<file path="src/rtl/mpr_pkg.sv">
package mpr_pkg;

    typedef enum logic [1:0] {
        RX_IDLE  = 2'd0,
        RX_START = 2'd1,
        RX_BITS  = 2'd2
    } rx_state_e;

    function automatic logic vote3(input logic a, input logic b, input logic c);
        return (a & b) | (a & c) | (b & c);
    endfunction

endpackage

</file>
<file path="src/rtl/mpr_line_sync.sv">
module mpr_line_sync #(
    parameter int STAGES = 2
) (
    input  logic clk,
    input  logic rst_n,
    input  logic din,
    output logic dout
);
    logic [STAGES-1:0] chain_d, chain_q;

    generate
        if (STAGES == 1) begin : g_one
            always_comb chain_d = din;
        end else begin : g_many
            always_comb chain_d = {chain_q[STAGES-2:0], din};
        end
    endgenerate

    always_ff @(posedge clk or negedge rst_n) begin
        if (!rst_n) chain_q <= '1;
        else        chain_q <= chain_d;
    end

    assign dout = chain_q[STAGES-1];
endmodule

</file>
<file path="src/rtl/mpr_bit_sampler.sv">
module mpr_bit_sampler (
    input  logic clk,
    input  logic rst_n,
    input  logic tick,
    input  logic line,
    output logic vote
);
    import mpr_pkg::*;

    logic [1:0] hist_d, hist_q;

    always_comb begin
        hist_d = hist_q;
        if (tick) hist_d = {hist_q[0], line};
    end

    always_ff @(posedge clk or negedge rst_n) begin
        if (!rst_n) hist_q <= 2'b11;
        else        hist_q <= hist_d;
    end

    assign vote = vote3(hist_q[1], hist_q[0], line);
endmodule

</file>
<file path="src/rtl/mpr_frame_rx.sv">
module mpr_frame_rx #(
    parameter int DATA_W = 8,
    parameter int OSR    = 16
) (
    input  logic              clk,
    input  logic              rst_n,
    input  logic              tick,
    input  logic              line,
    input  logic              vote,
    output logic              done,
    output logic [DATA_W-1:0] data,
    output logic              mpb,
    output logic              stop_ok
);
    import mpr_pkg::*;

    localparam int CNT_W = $clog2(OSR);
    localparam int SLOTS = DATA_W + 2;
    localparam int IDX_W = $clog2(SLOTS + 1);
    localparam logic [CNT_W-1:0] MID  = CNT_W'(OSR / 2 - 1);
    localparam logic [CNT_W-1:0] LAST = CNT_W'(OSR - 1);
    localparam logic [IDX_W-1:0] STOP_IDX = IDX_W'(SLOTS - 1);

    typedef struct packed {
        rx_state_e         state;
        logic [CNT_W-1:0]  tcnt;
        logic [IDX_W-1:0]  idx;
        logic [DATA_W:0]   shreg;
        logic              done;
        logic              stop_ok;
    } frm_t;

    frm_t st_d, st_q;

    always_comb begin
        st_d      = st_q;
        st_d.done = 1'b0;
        if (tick) begin
            unique case (st_q.state)
                RX_IDLE: begin
                    if (!line) begin
                        st_d.state = RX_START;
                        st_d.tcnt  = '0;
                    end
                end
                RX_START: begin
                    if (st_q.tcnt == MID) begin
                        st_d.tcnt = '0;
                        st_d.idx  = '0;
                        st_d.state = vote ? RX_IDLE : RX_BITS;
                    end else begin
                        st_d.tcnt = st_q.tcnt + 1'b1;
                    end
                end
                RX_BITS: begin
                    if (st_q.tcnt == LAST) begin
                        st_d.tcnt = '0;
                        if (st_q.idx == STOP_IDX) begin
                            st_d.done    = 1'b1;
                            st_d.stop_ok = vote;
                            st_d.state   = RX_IDLE;
                        end else begin
                            st_d.shreg = {vote, st_q.shreg[DATA_W:1]};
                            st_d.idx   = st_q.idx + 1'b1;
                        end
                    end else begin
                        st_d.tcnt = st_q.tcnt + 1'b1;
                    end
                end
                default: st_d.state = RX_IDLE;
            endcase
        end
    end

    always_ff @(posedge clk or negedge rst_n) begin
        if (!rst_n) begin
            st_q         <= '0;
            st_q.state   <= RX_IDLE;
            st_q.stop_ok <= 1'b1;
        end else begin
            st_q <= st_d;
        end
    end

    assign done    = st_q.done;
    assign data    = st_q.shreg[DATA_W-1:0];
    assign mpb     = st_q.shreg[DATA_W];
    assign stop_ok = st_q.stop_ok;
endmodule

</file>
<file path="src/rtl/mpr_rx_buffer.sv">
module mpr_rx_buffer #(
    parameter int DATA_W = 8
) (
    input  logic              clk,
    input  logic              rst_n,
    input  logic              done,
    input  logic [DATA_W-1:0] data,
    input  logic              mpb,
    input  logic              stop_ok,
    input  logic              arm_wr,
    input  logic              arm_val,
    input  logic              rd_en,
    output logic [DATA_W-1:0] rd_data,
    output logic              rd_mpb,
    output logic              rd_ferr,
    output logic              rd_oerr,
    output logic              rx_full,
    output logic              armed
);
    typedef struct packed {
        logic [DATA_W-1:0] data;
        logic              mpb;
        logic              ferr;
        logic              oerr;
        logic              full;
        logic              armed;
    } buf_t;

    buf_t bf_d, bf_q;
    logic full_now;
    logic skip;

    always_comb begin
        bf_d     = bf_q;
        full_now = bf_q.full;
        skip     = bf_q.armed && !mpb;
        if (rd_en) begin
            bf_d.full = 1'b0;
            bf_d.ferr = 1'b0;
            bf_d.oerr = 1'b0;
            full_now  = 1'b0;
        end
        if (arm_wr) bf_d.armed = arm_val;
        if (done && !skip) begin
            if (full_now) begin
                bf_d.oerr = 1'b1;
            end else begin
                bf_d.data = data;
                bf_d.mpb  = mpb;
                bf_d.ferr = !stop_ok;
                bf_d.full = 1'b1;
            end
            if (mpb) bf_d.armed = 1'b0;
        end
    end

    always_ff @(posedge clk or negedge rst_n) begin
        if (!rst_n) bf_q <= '0;
        else        bf_q <= bf_d;
    end

    assign rd_data = bf_q.data;
    assign rd_mpb  = bf_q.mpb;
    assign rd_ferr = bf_q.ferr;
    assign rd_oerr = bf_q.oerr;
    assign rx_full = bf_q.full;
    assign armed   = bf_q.armed;
endmodule

</file>
<file path="src/rtl/mpr_uart_rx.sv">
module mpr_uart_rx #(
    parameter int DATA_W      = 8,
    parameter int OSR         = 16,
    parameter int SYNC_STAGES = 2
) (
    input  logic              clk,
    input  logic              rst_n,
    input  logic              rx_line,
    input  logic              os_tick,
    input  logic              arm_wr,
    input  logic              arm_val,
    input  logic              rd_en,
    output logic [DATA_W-1:0] rd_data,
    output logic              rd_mpb,
    output logic              rd_ferr,
    output logic              rd_oerr,
    output logic              rx_full,
    output logic              armed
);
    logic              line_s;
    logic              vote;
    logic              frm_done;
    logic [DATA_W-1:0] frm_data;
    logic              frm_mpb;
    logic              frm_stop_ok;

    mpr_line_sync #(.STAGES(SYNC_STAGES)) u_sync (
        .clk(clk), .rst_n(rst_n), .din(rx_line), .dout(line_s)
    );

    mpr_bit_sampler u_smp (
        .clk(clk), .rst_n(rst_n), .tick(os_tick), .line(line_s), .vote(vote)
    );

    mpr_frame_rx #(.DATA_W(DATA_W), .OSR(OSR)) u_frm (
        .clk(clk), .rst_n(rst_n), .tick(os_tick), .line(line_s), .vote(vote),
        .done(frm_done), .data(frm_data), .mpb(frm_mpb), .stop_ok(frm_stop_ok)
    );

    mpr_rx_buffer #(.DATA_W(DATA_W)) u_buf (
        .clk(clk), .rst_n(rst_n), .done(frm_done), .data(frm_data),
        .mpb(frm_mpb), .stop_ok(frm_stop_ok), .arm_wr(arm_wr), .arm_val(arm_val),
        .rd_en(rd_en), .rd_data(rd_data), .rd_mpb(rd_mpb), .rd_ferr(rd_ferr),
        .rd_oerr(rd_oerr), .rx_full(rx_full), .armed(armed)
    );
endmodule

</file>
<file path="config.mk">
export PLATFORM = sky130hd
export DESIGN_NAME = mpr_uart_rx
export DESIGN_NICKNAME = d
export VERILOG_FILES = /design/src/rtl/mpr_pkg.sv /design/src/rtl/mpr_line_sync.sv /design/src/rtl/mpr_bit_sampler.sv /design/src/rtl/mpr_frame_rx.sv /design/src/rtl/mpr_rx_buffer.sv /design/src/rtl/mpr_uart_rx.sv
export SDC_FILE = /design/constraint.sdc
export NUM_CORES = 1
export LEC_CHECK = 0
export ABC_CLOCK_PERIOD_IN_PS = 1700
export BUFFER_PORTS_ARGS = -buffer_cell sky130_fd_sc_hd__clkbuf_2
export CAP_MARGIN = 20
export CORE_MARGIN = 5
export CORE_UTILIZATION = 30
export CTS_BUF_LIST = sky130_fd_sc_hd__clkbuf_4
export DETAILED_ROUTE_END_ITERATION = 16
export PLACE_DENSITY = 0.47
export RECOVER_POWER = 100
export SLEW_MARGIN = 10
export SYNTH_ARGS = -nofsm -noshare
export SYNTH_HDL_FRONTEND = slang
export SYNTH_SLANG_ARGS = --single-unit
</file>
<file path="constraint.sdc">
create_clock -name clk -period 1.7 [get_ports clk]
set_input_delay 0.425 -clock clk [delete_from_list [all_inputs] [get_ports clk]]
set_output_delay 0.425 -clock clk [all_outputs]
set_load 0.01 [all_outputs]
</file>
==> results of run 1 <==
[per-stage QoR]
stage	setup WS (ns)	setup TNS (ns)	total power (W)
2_1_floorplan	-0.0387	-0.112	0.00123
3_3_place_gp	-0.0208	-0.0343	0.00135
3_5_place_dp	-0.0821	-0.230	0.00136
4_1_cts	-0.0148	-0.0258	0.00186
5_1_grt	-0.118	-0.746	0.00196
6_report	-0.0269	-0.0391	0.00184
[final cells by class]
type,instances,area (um2),area share (%)
Sequential cell,38,958,43.6
Multi-Input combinational cell,90,832,37.8
Timing Repair Buffer,42,239,10.9
Tap cell,72,90.1,4.10
Clock buffer,7,52.6,2.39
Inverter,5,18.8,0.854
Clock inverter,1,7.51,0.341
[placed cells by master, fill, tap and decap left out, drive strengths merged, types with 2 or more instances in the layout]
| cell type | count |
|---|---|
| ha | 8 |
| o21ai | 6 |
| dfstp | 5 |
| buf | 18 |
| nand3 | 5 |
| and4b | 2 |
| nor2 | 5 |
| and3 | 2 |
| mux2 | 21 |
| or2 | 2 |
| nand2 | 8 |
| inv | 5 |
| mux2i | 2 |
| dfrtp | 33 |
| clkbuf | 30 |
| nand3b | 3 |
| a31oi | 2 |
| o31ai | 5 |
| nand2b | 5 |
[final timing paths]
check	start	to	slack, ns	cells past startpoint
max	u_frm.st_q[19]$_DFFE_PN0P_	u_frm.st_q[12]$_DFFE_PN0P_	-0.03	6
min	rx_line	u_sync.chain_q[0]$_DFF_PN1_	0.15	1
max reg2reg	u_frm.st_q[19]$_DFFE_PN0P_	u_frm.st_q[12]$_DFFE_PN0P_	-0.03	6
min reg2reg	u_sync.chain_q[0]$_DFF_PN1_	u_sync.chain_q[1]$_DFF_PN1_	0.36	0
max in group asynchronous	rst_n	u_frm.st_q[19]$_DFFE_PN0P_	0.30	3
min in group asynchronous	rst_n	u_buf.rd_data[5]$_DFFE_PN0P_	0.51	2
[cells by family after synthesis]
family,count (synthesis),share of synthesized area (%)
AO/OA/AOI/OAI,19,7.75
AND/OR/NAND/NOR,39,13.6
flip-flops,38,55.4
multiplexers,23,14.8
adder cells (fa/ha/maj),9,6.37
buffers and inverters,7,2.03
[sequential cells by signal, summed over array words and instances (netlist names), 2 cells and up]
name	flops
u_buf.rd_data	8
u_frm.data	8
u_frm.st_q	10
u_smp.hist_q	2
u_sync.chain_q	2
[critical path: stages (launching register included)]
cell	delay (ns)
dfrtp_2	0.43
inv_2	0.06
ha_4	0.17
and4bb_2	0.34
o311ai_4	0.14
or2_1	0.27
o31ai_1	0.24
[power by group]
| part | leakage [nW] | switching (W) | internal, W |
|---|---|---|---|
| combinational | 0.499 | 0.000131 | 0.000156 |
| sequential | 0.496 | 0.0000744 | 0.000993 |
| clock | 0.0324 | 0.000289 | 0.000195 |
[metal layers]
| metal | track usage (%) | vias up |
|---|---|---|
| met5 | 0 | - |
| met4 | 5.18 | 0 |
| met3 | 3.46 | 10 |
| met2 | 16.9 | 25 |
| met1 | 11.3 | 583 |
| li1 | - | 585 |
[repair_timing]
action	CTS	global route
pin swaps	6	10
hold endpoints to repair	6	0
endpoints found under the setup margin	4	11
resized for setup	2	16
setup buffers	5	4
hold buffers	1	0
==> flow_metrics.py, run 1 <==
metrics = {
    "power": {
        "power.density_mw_per_mm2": 836,
        "irDropWorstVdd_mv": 0.372,
        "total_leakage_power_nw": 1.03,
    },
    "timing": {
        "fmax_mhz": 579,
        "setup_violations": 4,
        "finalCritPeriodShare_pct": 102,
        "finalCriticalPeriod_ns": 1.73,
        "hold_violations": 0,
        "rsz0062_at_grt": "true",
        "fin_ws_ns": -0.0269,
        "worstMarginPinSlew_ns": 0.610,
        "relSlewSlack_pct": 59.3,
        "final_max_slew_viol_count": 0,
        "hold_ws_ns": 0.154,
        "fin_skew_ns": 0.00288,
    },
    "job": {
        "drv_cap": 0,
    },
    "cts": {
        "cts_max_level": 2,
        "clkLatencyLatePin_ns": 0.34,
        "cts_inserted_buffers": 5,
        "cts_root_buf": "clkbuf_4",
        "clock-sinks": 38,
        "path_clk_slew_ns": 0.11,
        "cts_tree": "done",
        "cts_buffer_depth": 2,
    },
    "grt": {
        "grt_pass1_vias": 1301,
        "antenna_found_initial": 0,
        "overflow": 0,
        "grt_pass1_wl_mm": 5.75,
        "grt_max_degree": 21,
        "grt.total_usage_pct": 10.1,
    },
    "placed_design": {
        "dp_cells": 238,
        "globalplace.congestion": 0.703,
        "place_area_mm2": 0.00204,
        "dp_hpwl_mm": 2.48,
        "io_buffers": 19,
    },
    "logic_synthesis": {
        "synth_cells": 135,
        "yosys_warnings": 0,
        "async_reset_ff_share_pct": 100,
        "synthTopCellsByCount": "33 x dfrtp_1, 21 x mux2_2, 8 x ha_1, 8 x nand2_1, 6 x o21ai_0",
        "synth-seq-area-share_pct": 55.4,
        "synth_ff_type": "dfrtp_1",
        "synth_cell_types": 35,
        "synth_area_leaders": "dfrtp_1 48%, mux2_2 14%, dfstp_2 7.6%, ha_1 5.8%, o31ai_1 2.2%",
        "synth_top_cell_by_area": "dfrtp_1",
        "synth-edff-count": 0,
        "yosys_register_bits": 38,
        "syn-num-nets": 150,
        "syn_area_mm2": 0.00173,
        "yosysMostFrequentCell": "dfrtp_1",
        "synth_top_area_share_pct": 47.8,
        "postSynthAreaPerCell_um2": 12.8,
    },
    "critical_path": {
        "path_class": "reg2reg",
        "end_kind": "flip-flop",
        "start_kind": "flip-flop",
        "path_max_fanout": 6,
        "worstPathArrival_ns": 1.98,
        "crit_required_ns": 1.96,
    },
    "floorplanning": {
        "core_mm2": 0.00554,
        "die_h_um": 85.9,
        "io_pins": 20,
        "start_util_pct": 31.2,
        "floorplan.rows": 27,
        "die_x_um": 85.9,
        "dieArea_mm2": 0.00738,
    },
    "route": {
        "dr_wl_met3_um": 202,
        "totalWireLength_mm": 3.52,
        "first_pass_iters": 4,
        "vias": 1203,
        "via_per_inst": 4.72,
        "drc_errors": 0,
        "drtIter0Drc": 39,
        "route.met2.wl_mm": 1.75,
        "wirelength_met1_mm": 1.47,
        "wire_per_inst_um": 13.8,
        "top_layer": "met4",
        "antenna_left": 0,
    },
    "cells_and_area": {
        "finalNetCount": 197,
        "stdcell_count": 255,
        "final_util_pct": 39.7,
        "insertedDiodeCount": 0,
        "drive_above_1_share_pct": 44.3,
        "design_area_mm2": 0.00220,
        "nFillCells": 563,
        "areaGrowthSynthToFinish_pct": 27.2,
    },
    "hold_path": {
        "hold_path.class": "in2reg",
    },
    "status": {
        "status": "complete, but fails checks",
        "violations": "setup timing",
    },
}
(Power assumes the default switching activity.)
==> inputs of run 2 (changes only) <==
Settings changed: ABC_CLOCK_PERIOD_IN_PS 1700 to 2100, PLACE_DENSITY 0.47 to 0.46.
Clock period 1.7 ns to 2.1 ns, I/O delays scaled along.
==> run 2 against run 1 <==
- the flow finishes with violations (capacitance limit, slew limit)
- worst hold slack better by 0.099 ns
- final cell count down 7.8%
- critical path depth unchanged
- critical endpoint is now u_frm.st_q[19]$_DFFE_PN0P_
- largest cell class unchanged
==> flow_metrics.py, run 2 (synthesized netlist as in run 1, its figures left out) <==
metrics = {
    "grt": {
        "grt_pass1_vias": 1109,
        "grt_pass1_wl_mm": 5.26,
        "grt_max_degree": 34,
        "grt.total_usage_pct": 9.22,
        "antenna_found_initial": 0,
        "overflow": 0,
    },
    "critical_path": {
        "path_max_fanout": 9,
        "r2r_cells": 6,
        "reg2reg_slack_ns": 0.12,
        "start_kind": "flip-flop",
        "crit_required_ns": 2.34,
        "endpoint": "u_frm.st_q[19]$_DFFE_PN0P_",
        "r2r_start": "u_frm.st_q[19]$_DFFE_PN0P_",
        "worstPathArrival_ns": 2.22,
        "crit_start": "u_frm.st_q[19]$_DFFE_PN0P_",
        "end_kind": "flip-flop",
        "path_class": "reg2reg",
        "reg2reg_to": "u_frm.st_q[19]$_DFFE_PN0P_",
    },
    "cells_and_area": {
        "drive_above_1_share_pct": 27.6,
        "multi_input_area_um2": 732,
        "nFillCells": 589,
        "largest_reg_flops": 10,
        "finalNetCount": 177,
        "regArea_um2": 957,
        "areaGrowthSynthToFinish_pct": 15.5,
        "insertedDiodeCount": 0,
        "largest_register": "u_frm.st_q",
        "design_area_mm2": 0.00200,
        "mostFrequentLayoutCells": "33 x dfrtp_1, 21 x mux2_2, 17 x clkbuf_1, 8 x nand2_1, 7 x ha_1",
        "final_util_pct": 36.0,
        "layout_commonest_cell": "dfrtp_1",
    },
    "placed_design": {
        "dp_hpwl_mm": 2.26,
        "place_area_mm2": 0.00192,
        "place_ws_ns": 0.0885,
        "globalplace.congestion": 0.751,
        "io_buffers": 19,
    },
    "route": {
        "drc_errors": 0,
        "first_pass_iters": 4,
        "antenna_left": 0,
        "wire_per_inst_um": 13.2,
        "drtIter0Drc": 29,
        "totalWireLength_mm": 3.10,
        "via_per_inst": 4.66,
        "vias": 1095,
    },
    "timing": {
        "relSlewSlack_pct": -17.4,
        "worstMarginPinSlew_ns": 1.76,
        "fin_ws_ns": 0.116,
        "fmax_mhz": 504,
        "hold_ws_ns": 0.253,
        "finalCriticalPeriod_ns": 1.98,
        "final_max_slew_viol_count": 34,
        "tns_ns": 0,
        "hold_violations": 0,
        "rsz0062_at_grt": "false",
        "finalCritPeriodShare_pct": 94.5,
        "setup_violations": 0,
        "fin_skew_ns": 0.00997,
    },
    "power": {
        "total_leakage_power_nw": 0.956,
        "irDropWorstVdd_mv": 0.308,
        "power.density_mw_per_mm2": 835,
    },
    "cts": {
        "ctsHoldBuffers": 0,
        "cts_inserted_buffers": 5,
        "path_clk_slew_ns": 0.11,
        "clock-sinks": 38,
        "clkLatencyLatePin_ns": 0.34,
        "cts_buffer_depth": 2,
        "cts_setup_buffers": 0,
        "cts_tree": "done",
        "cts_max_level": 2,
        "cts_root_buf": "clkbuf_4",
    },
    "floorplanning": {
        "floorplan.rows": 27,
        "die_x_um": 85.9,
        "die_h_um": 85.9,
        "dieArea_mm2": 0.00738,
        "core_mm2": 0.00554,
        "start_util_pct": 31.2,
        "io_pins": 20,
    },
    "hold_path": {
        "hold_path.class": "in2reg",
    },
    "status": {
        "violations": "capacitance limit, slew limit",
        "status": "complete, but fails checks",
    },
    "job": {
        "drv_cap": 1,
    },
}
[run 2: cell count changes in the layout (fill, tap and decap cells not counted), moves of 3 or more]
cell,before,now
buf_4,17,1
ha_1,4,7
clkbuf_2,8,4
ha_4,3,0
[run 2: cell type report]
cell class / instances / area share [%]
clock buffers: 5 / 1.88
clock inverters: 3 / 3.45
inverters: 5 / 0.940
multi-input cells: 90 / 36.7
flip-flops and latches: 38 / 48.0
well taps: 72 / 4.51
repair buffers: 22 / 4.58
[run 2: power breakdown]
group	switching, W	total (W)	internal [W]
clock network	0.000252	0.000625	0.000372
registers	0.0000641	0.000868	0.000804
logic	0.0000834	0.000175	0.0000916
[run 2: critical path, cell delays in order, from the launching register on]
cell	delay [ns]
dfrtp_1	0.43
inv_1	0.13
ha_2	0.27
and4bb_1	0.25
nor3_1	0.25
nand4b_1	0.22
mux2_2	0.35
[run 2: worst min path at each step]
stage | start | end | cells past startpoint
6_report | rx_line | u_sync.chain_q[0]$_DFF_PN1_ | 1
5_1_grt | rx_line | u_sync.chain_q[0]$_DFF_PN1_ | 1
4_1_cts | rx_line | u_sync.chain_q[0]$_DFF_PN1_ | 1
3_5_place_dp | u_sync.chain_q[0]$_DFF_PN1_ | u_sync.chain_q[1]$_DFF_PN1_ | 0
3_3_place_gp | u_sync.chain_q[0]$_DFF_PN1_ | u_sync.chain_q[1]$_DFF_PN1_ | 0
2_1_floorplan | rst_n | u_buf.armed$_DFF_PN0_ | 0
[run 2: what timing repair did]
item,4_1_cts,5_1_grt
gates resized for setup,0,1
setup endpoints to repair,0,3
hold endpoints to repair,0,0
[run 2: stage by stage]
| stage | total power [W] | instances |
|---|---|---|
| after floorplan | 0.000994 | 135 |
| after global placement | 0.00106 | 227 |
| after detailed placement | 0.00107 | 227 |
| after CTS | 0.00170 | 235 |
| after global routing | 0.00176 | 235 |
| final | 0.00167 | 235 |
[run 2: per-layer routing]
layer | up-vias | wire length (um) | global-route usage, %
met5 | - | 0 | 0
li1 | 543 | - | -
met3 | 7 | 165 | 2.88
met4 | 0 | 70 | 5.18
met2 | 20 | 1450 | 14.8
met1 | 525 | 1420 | 10.9
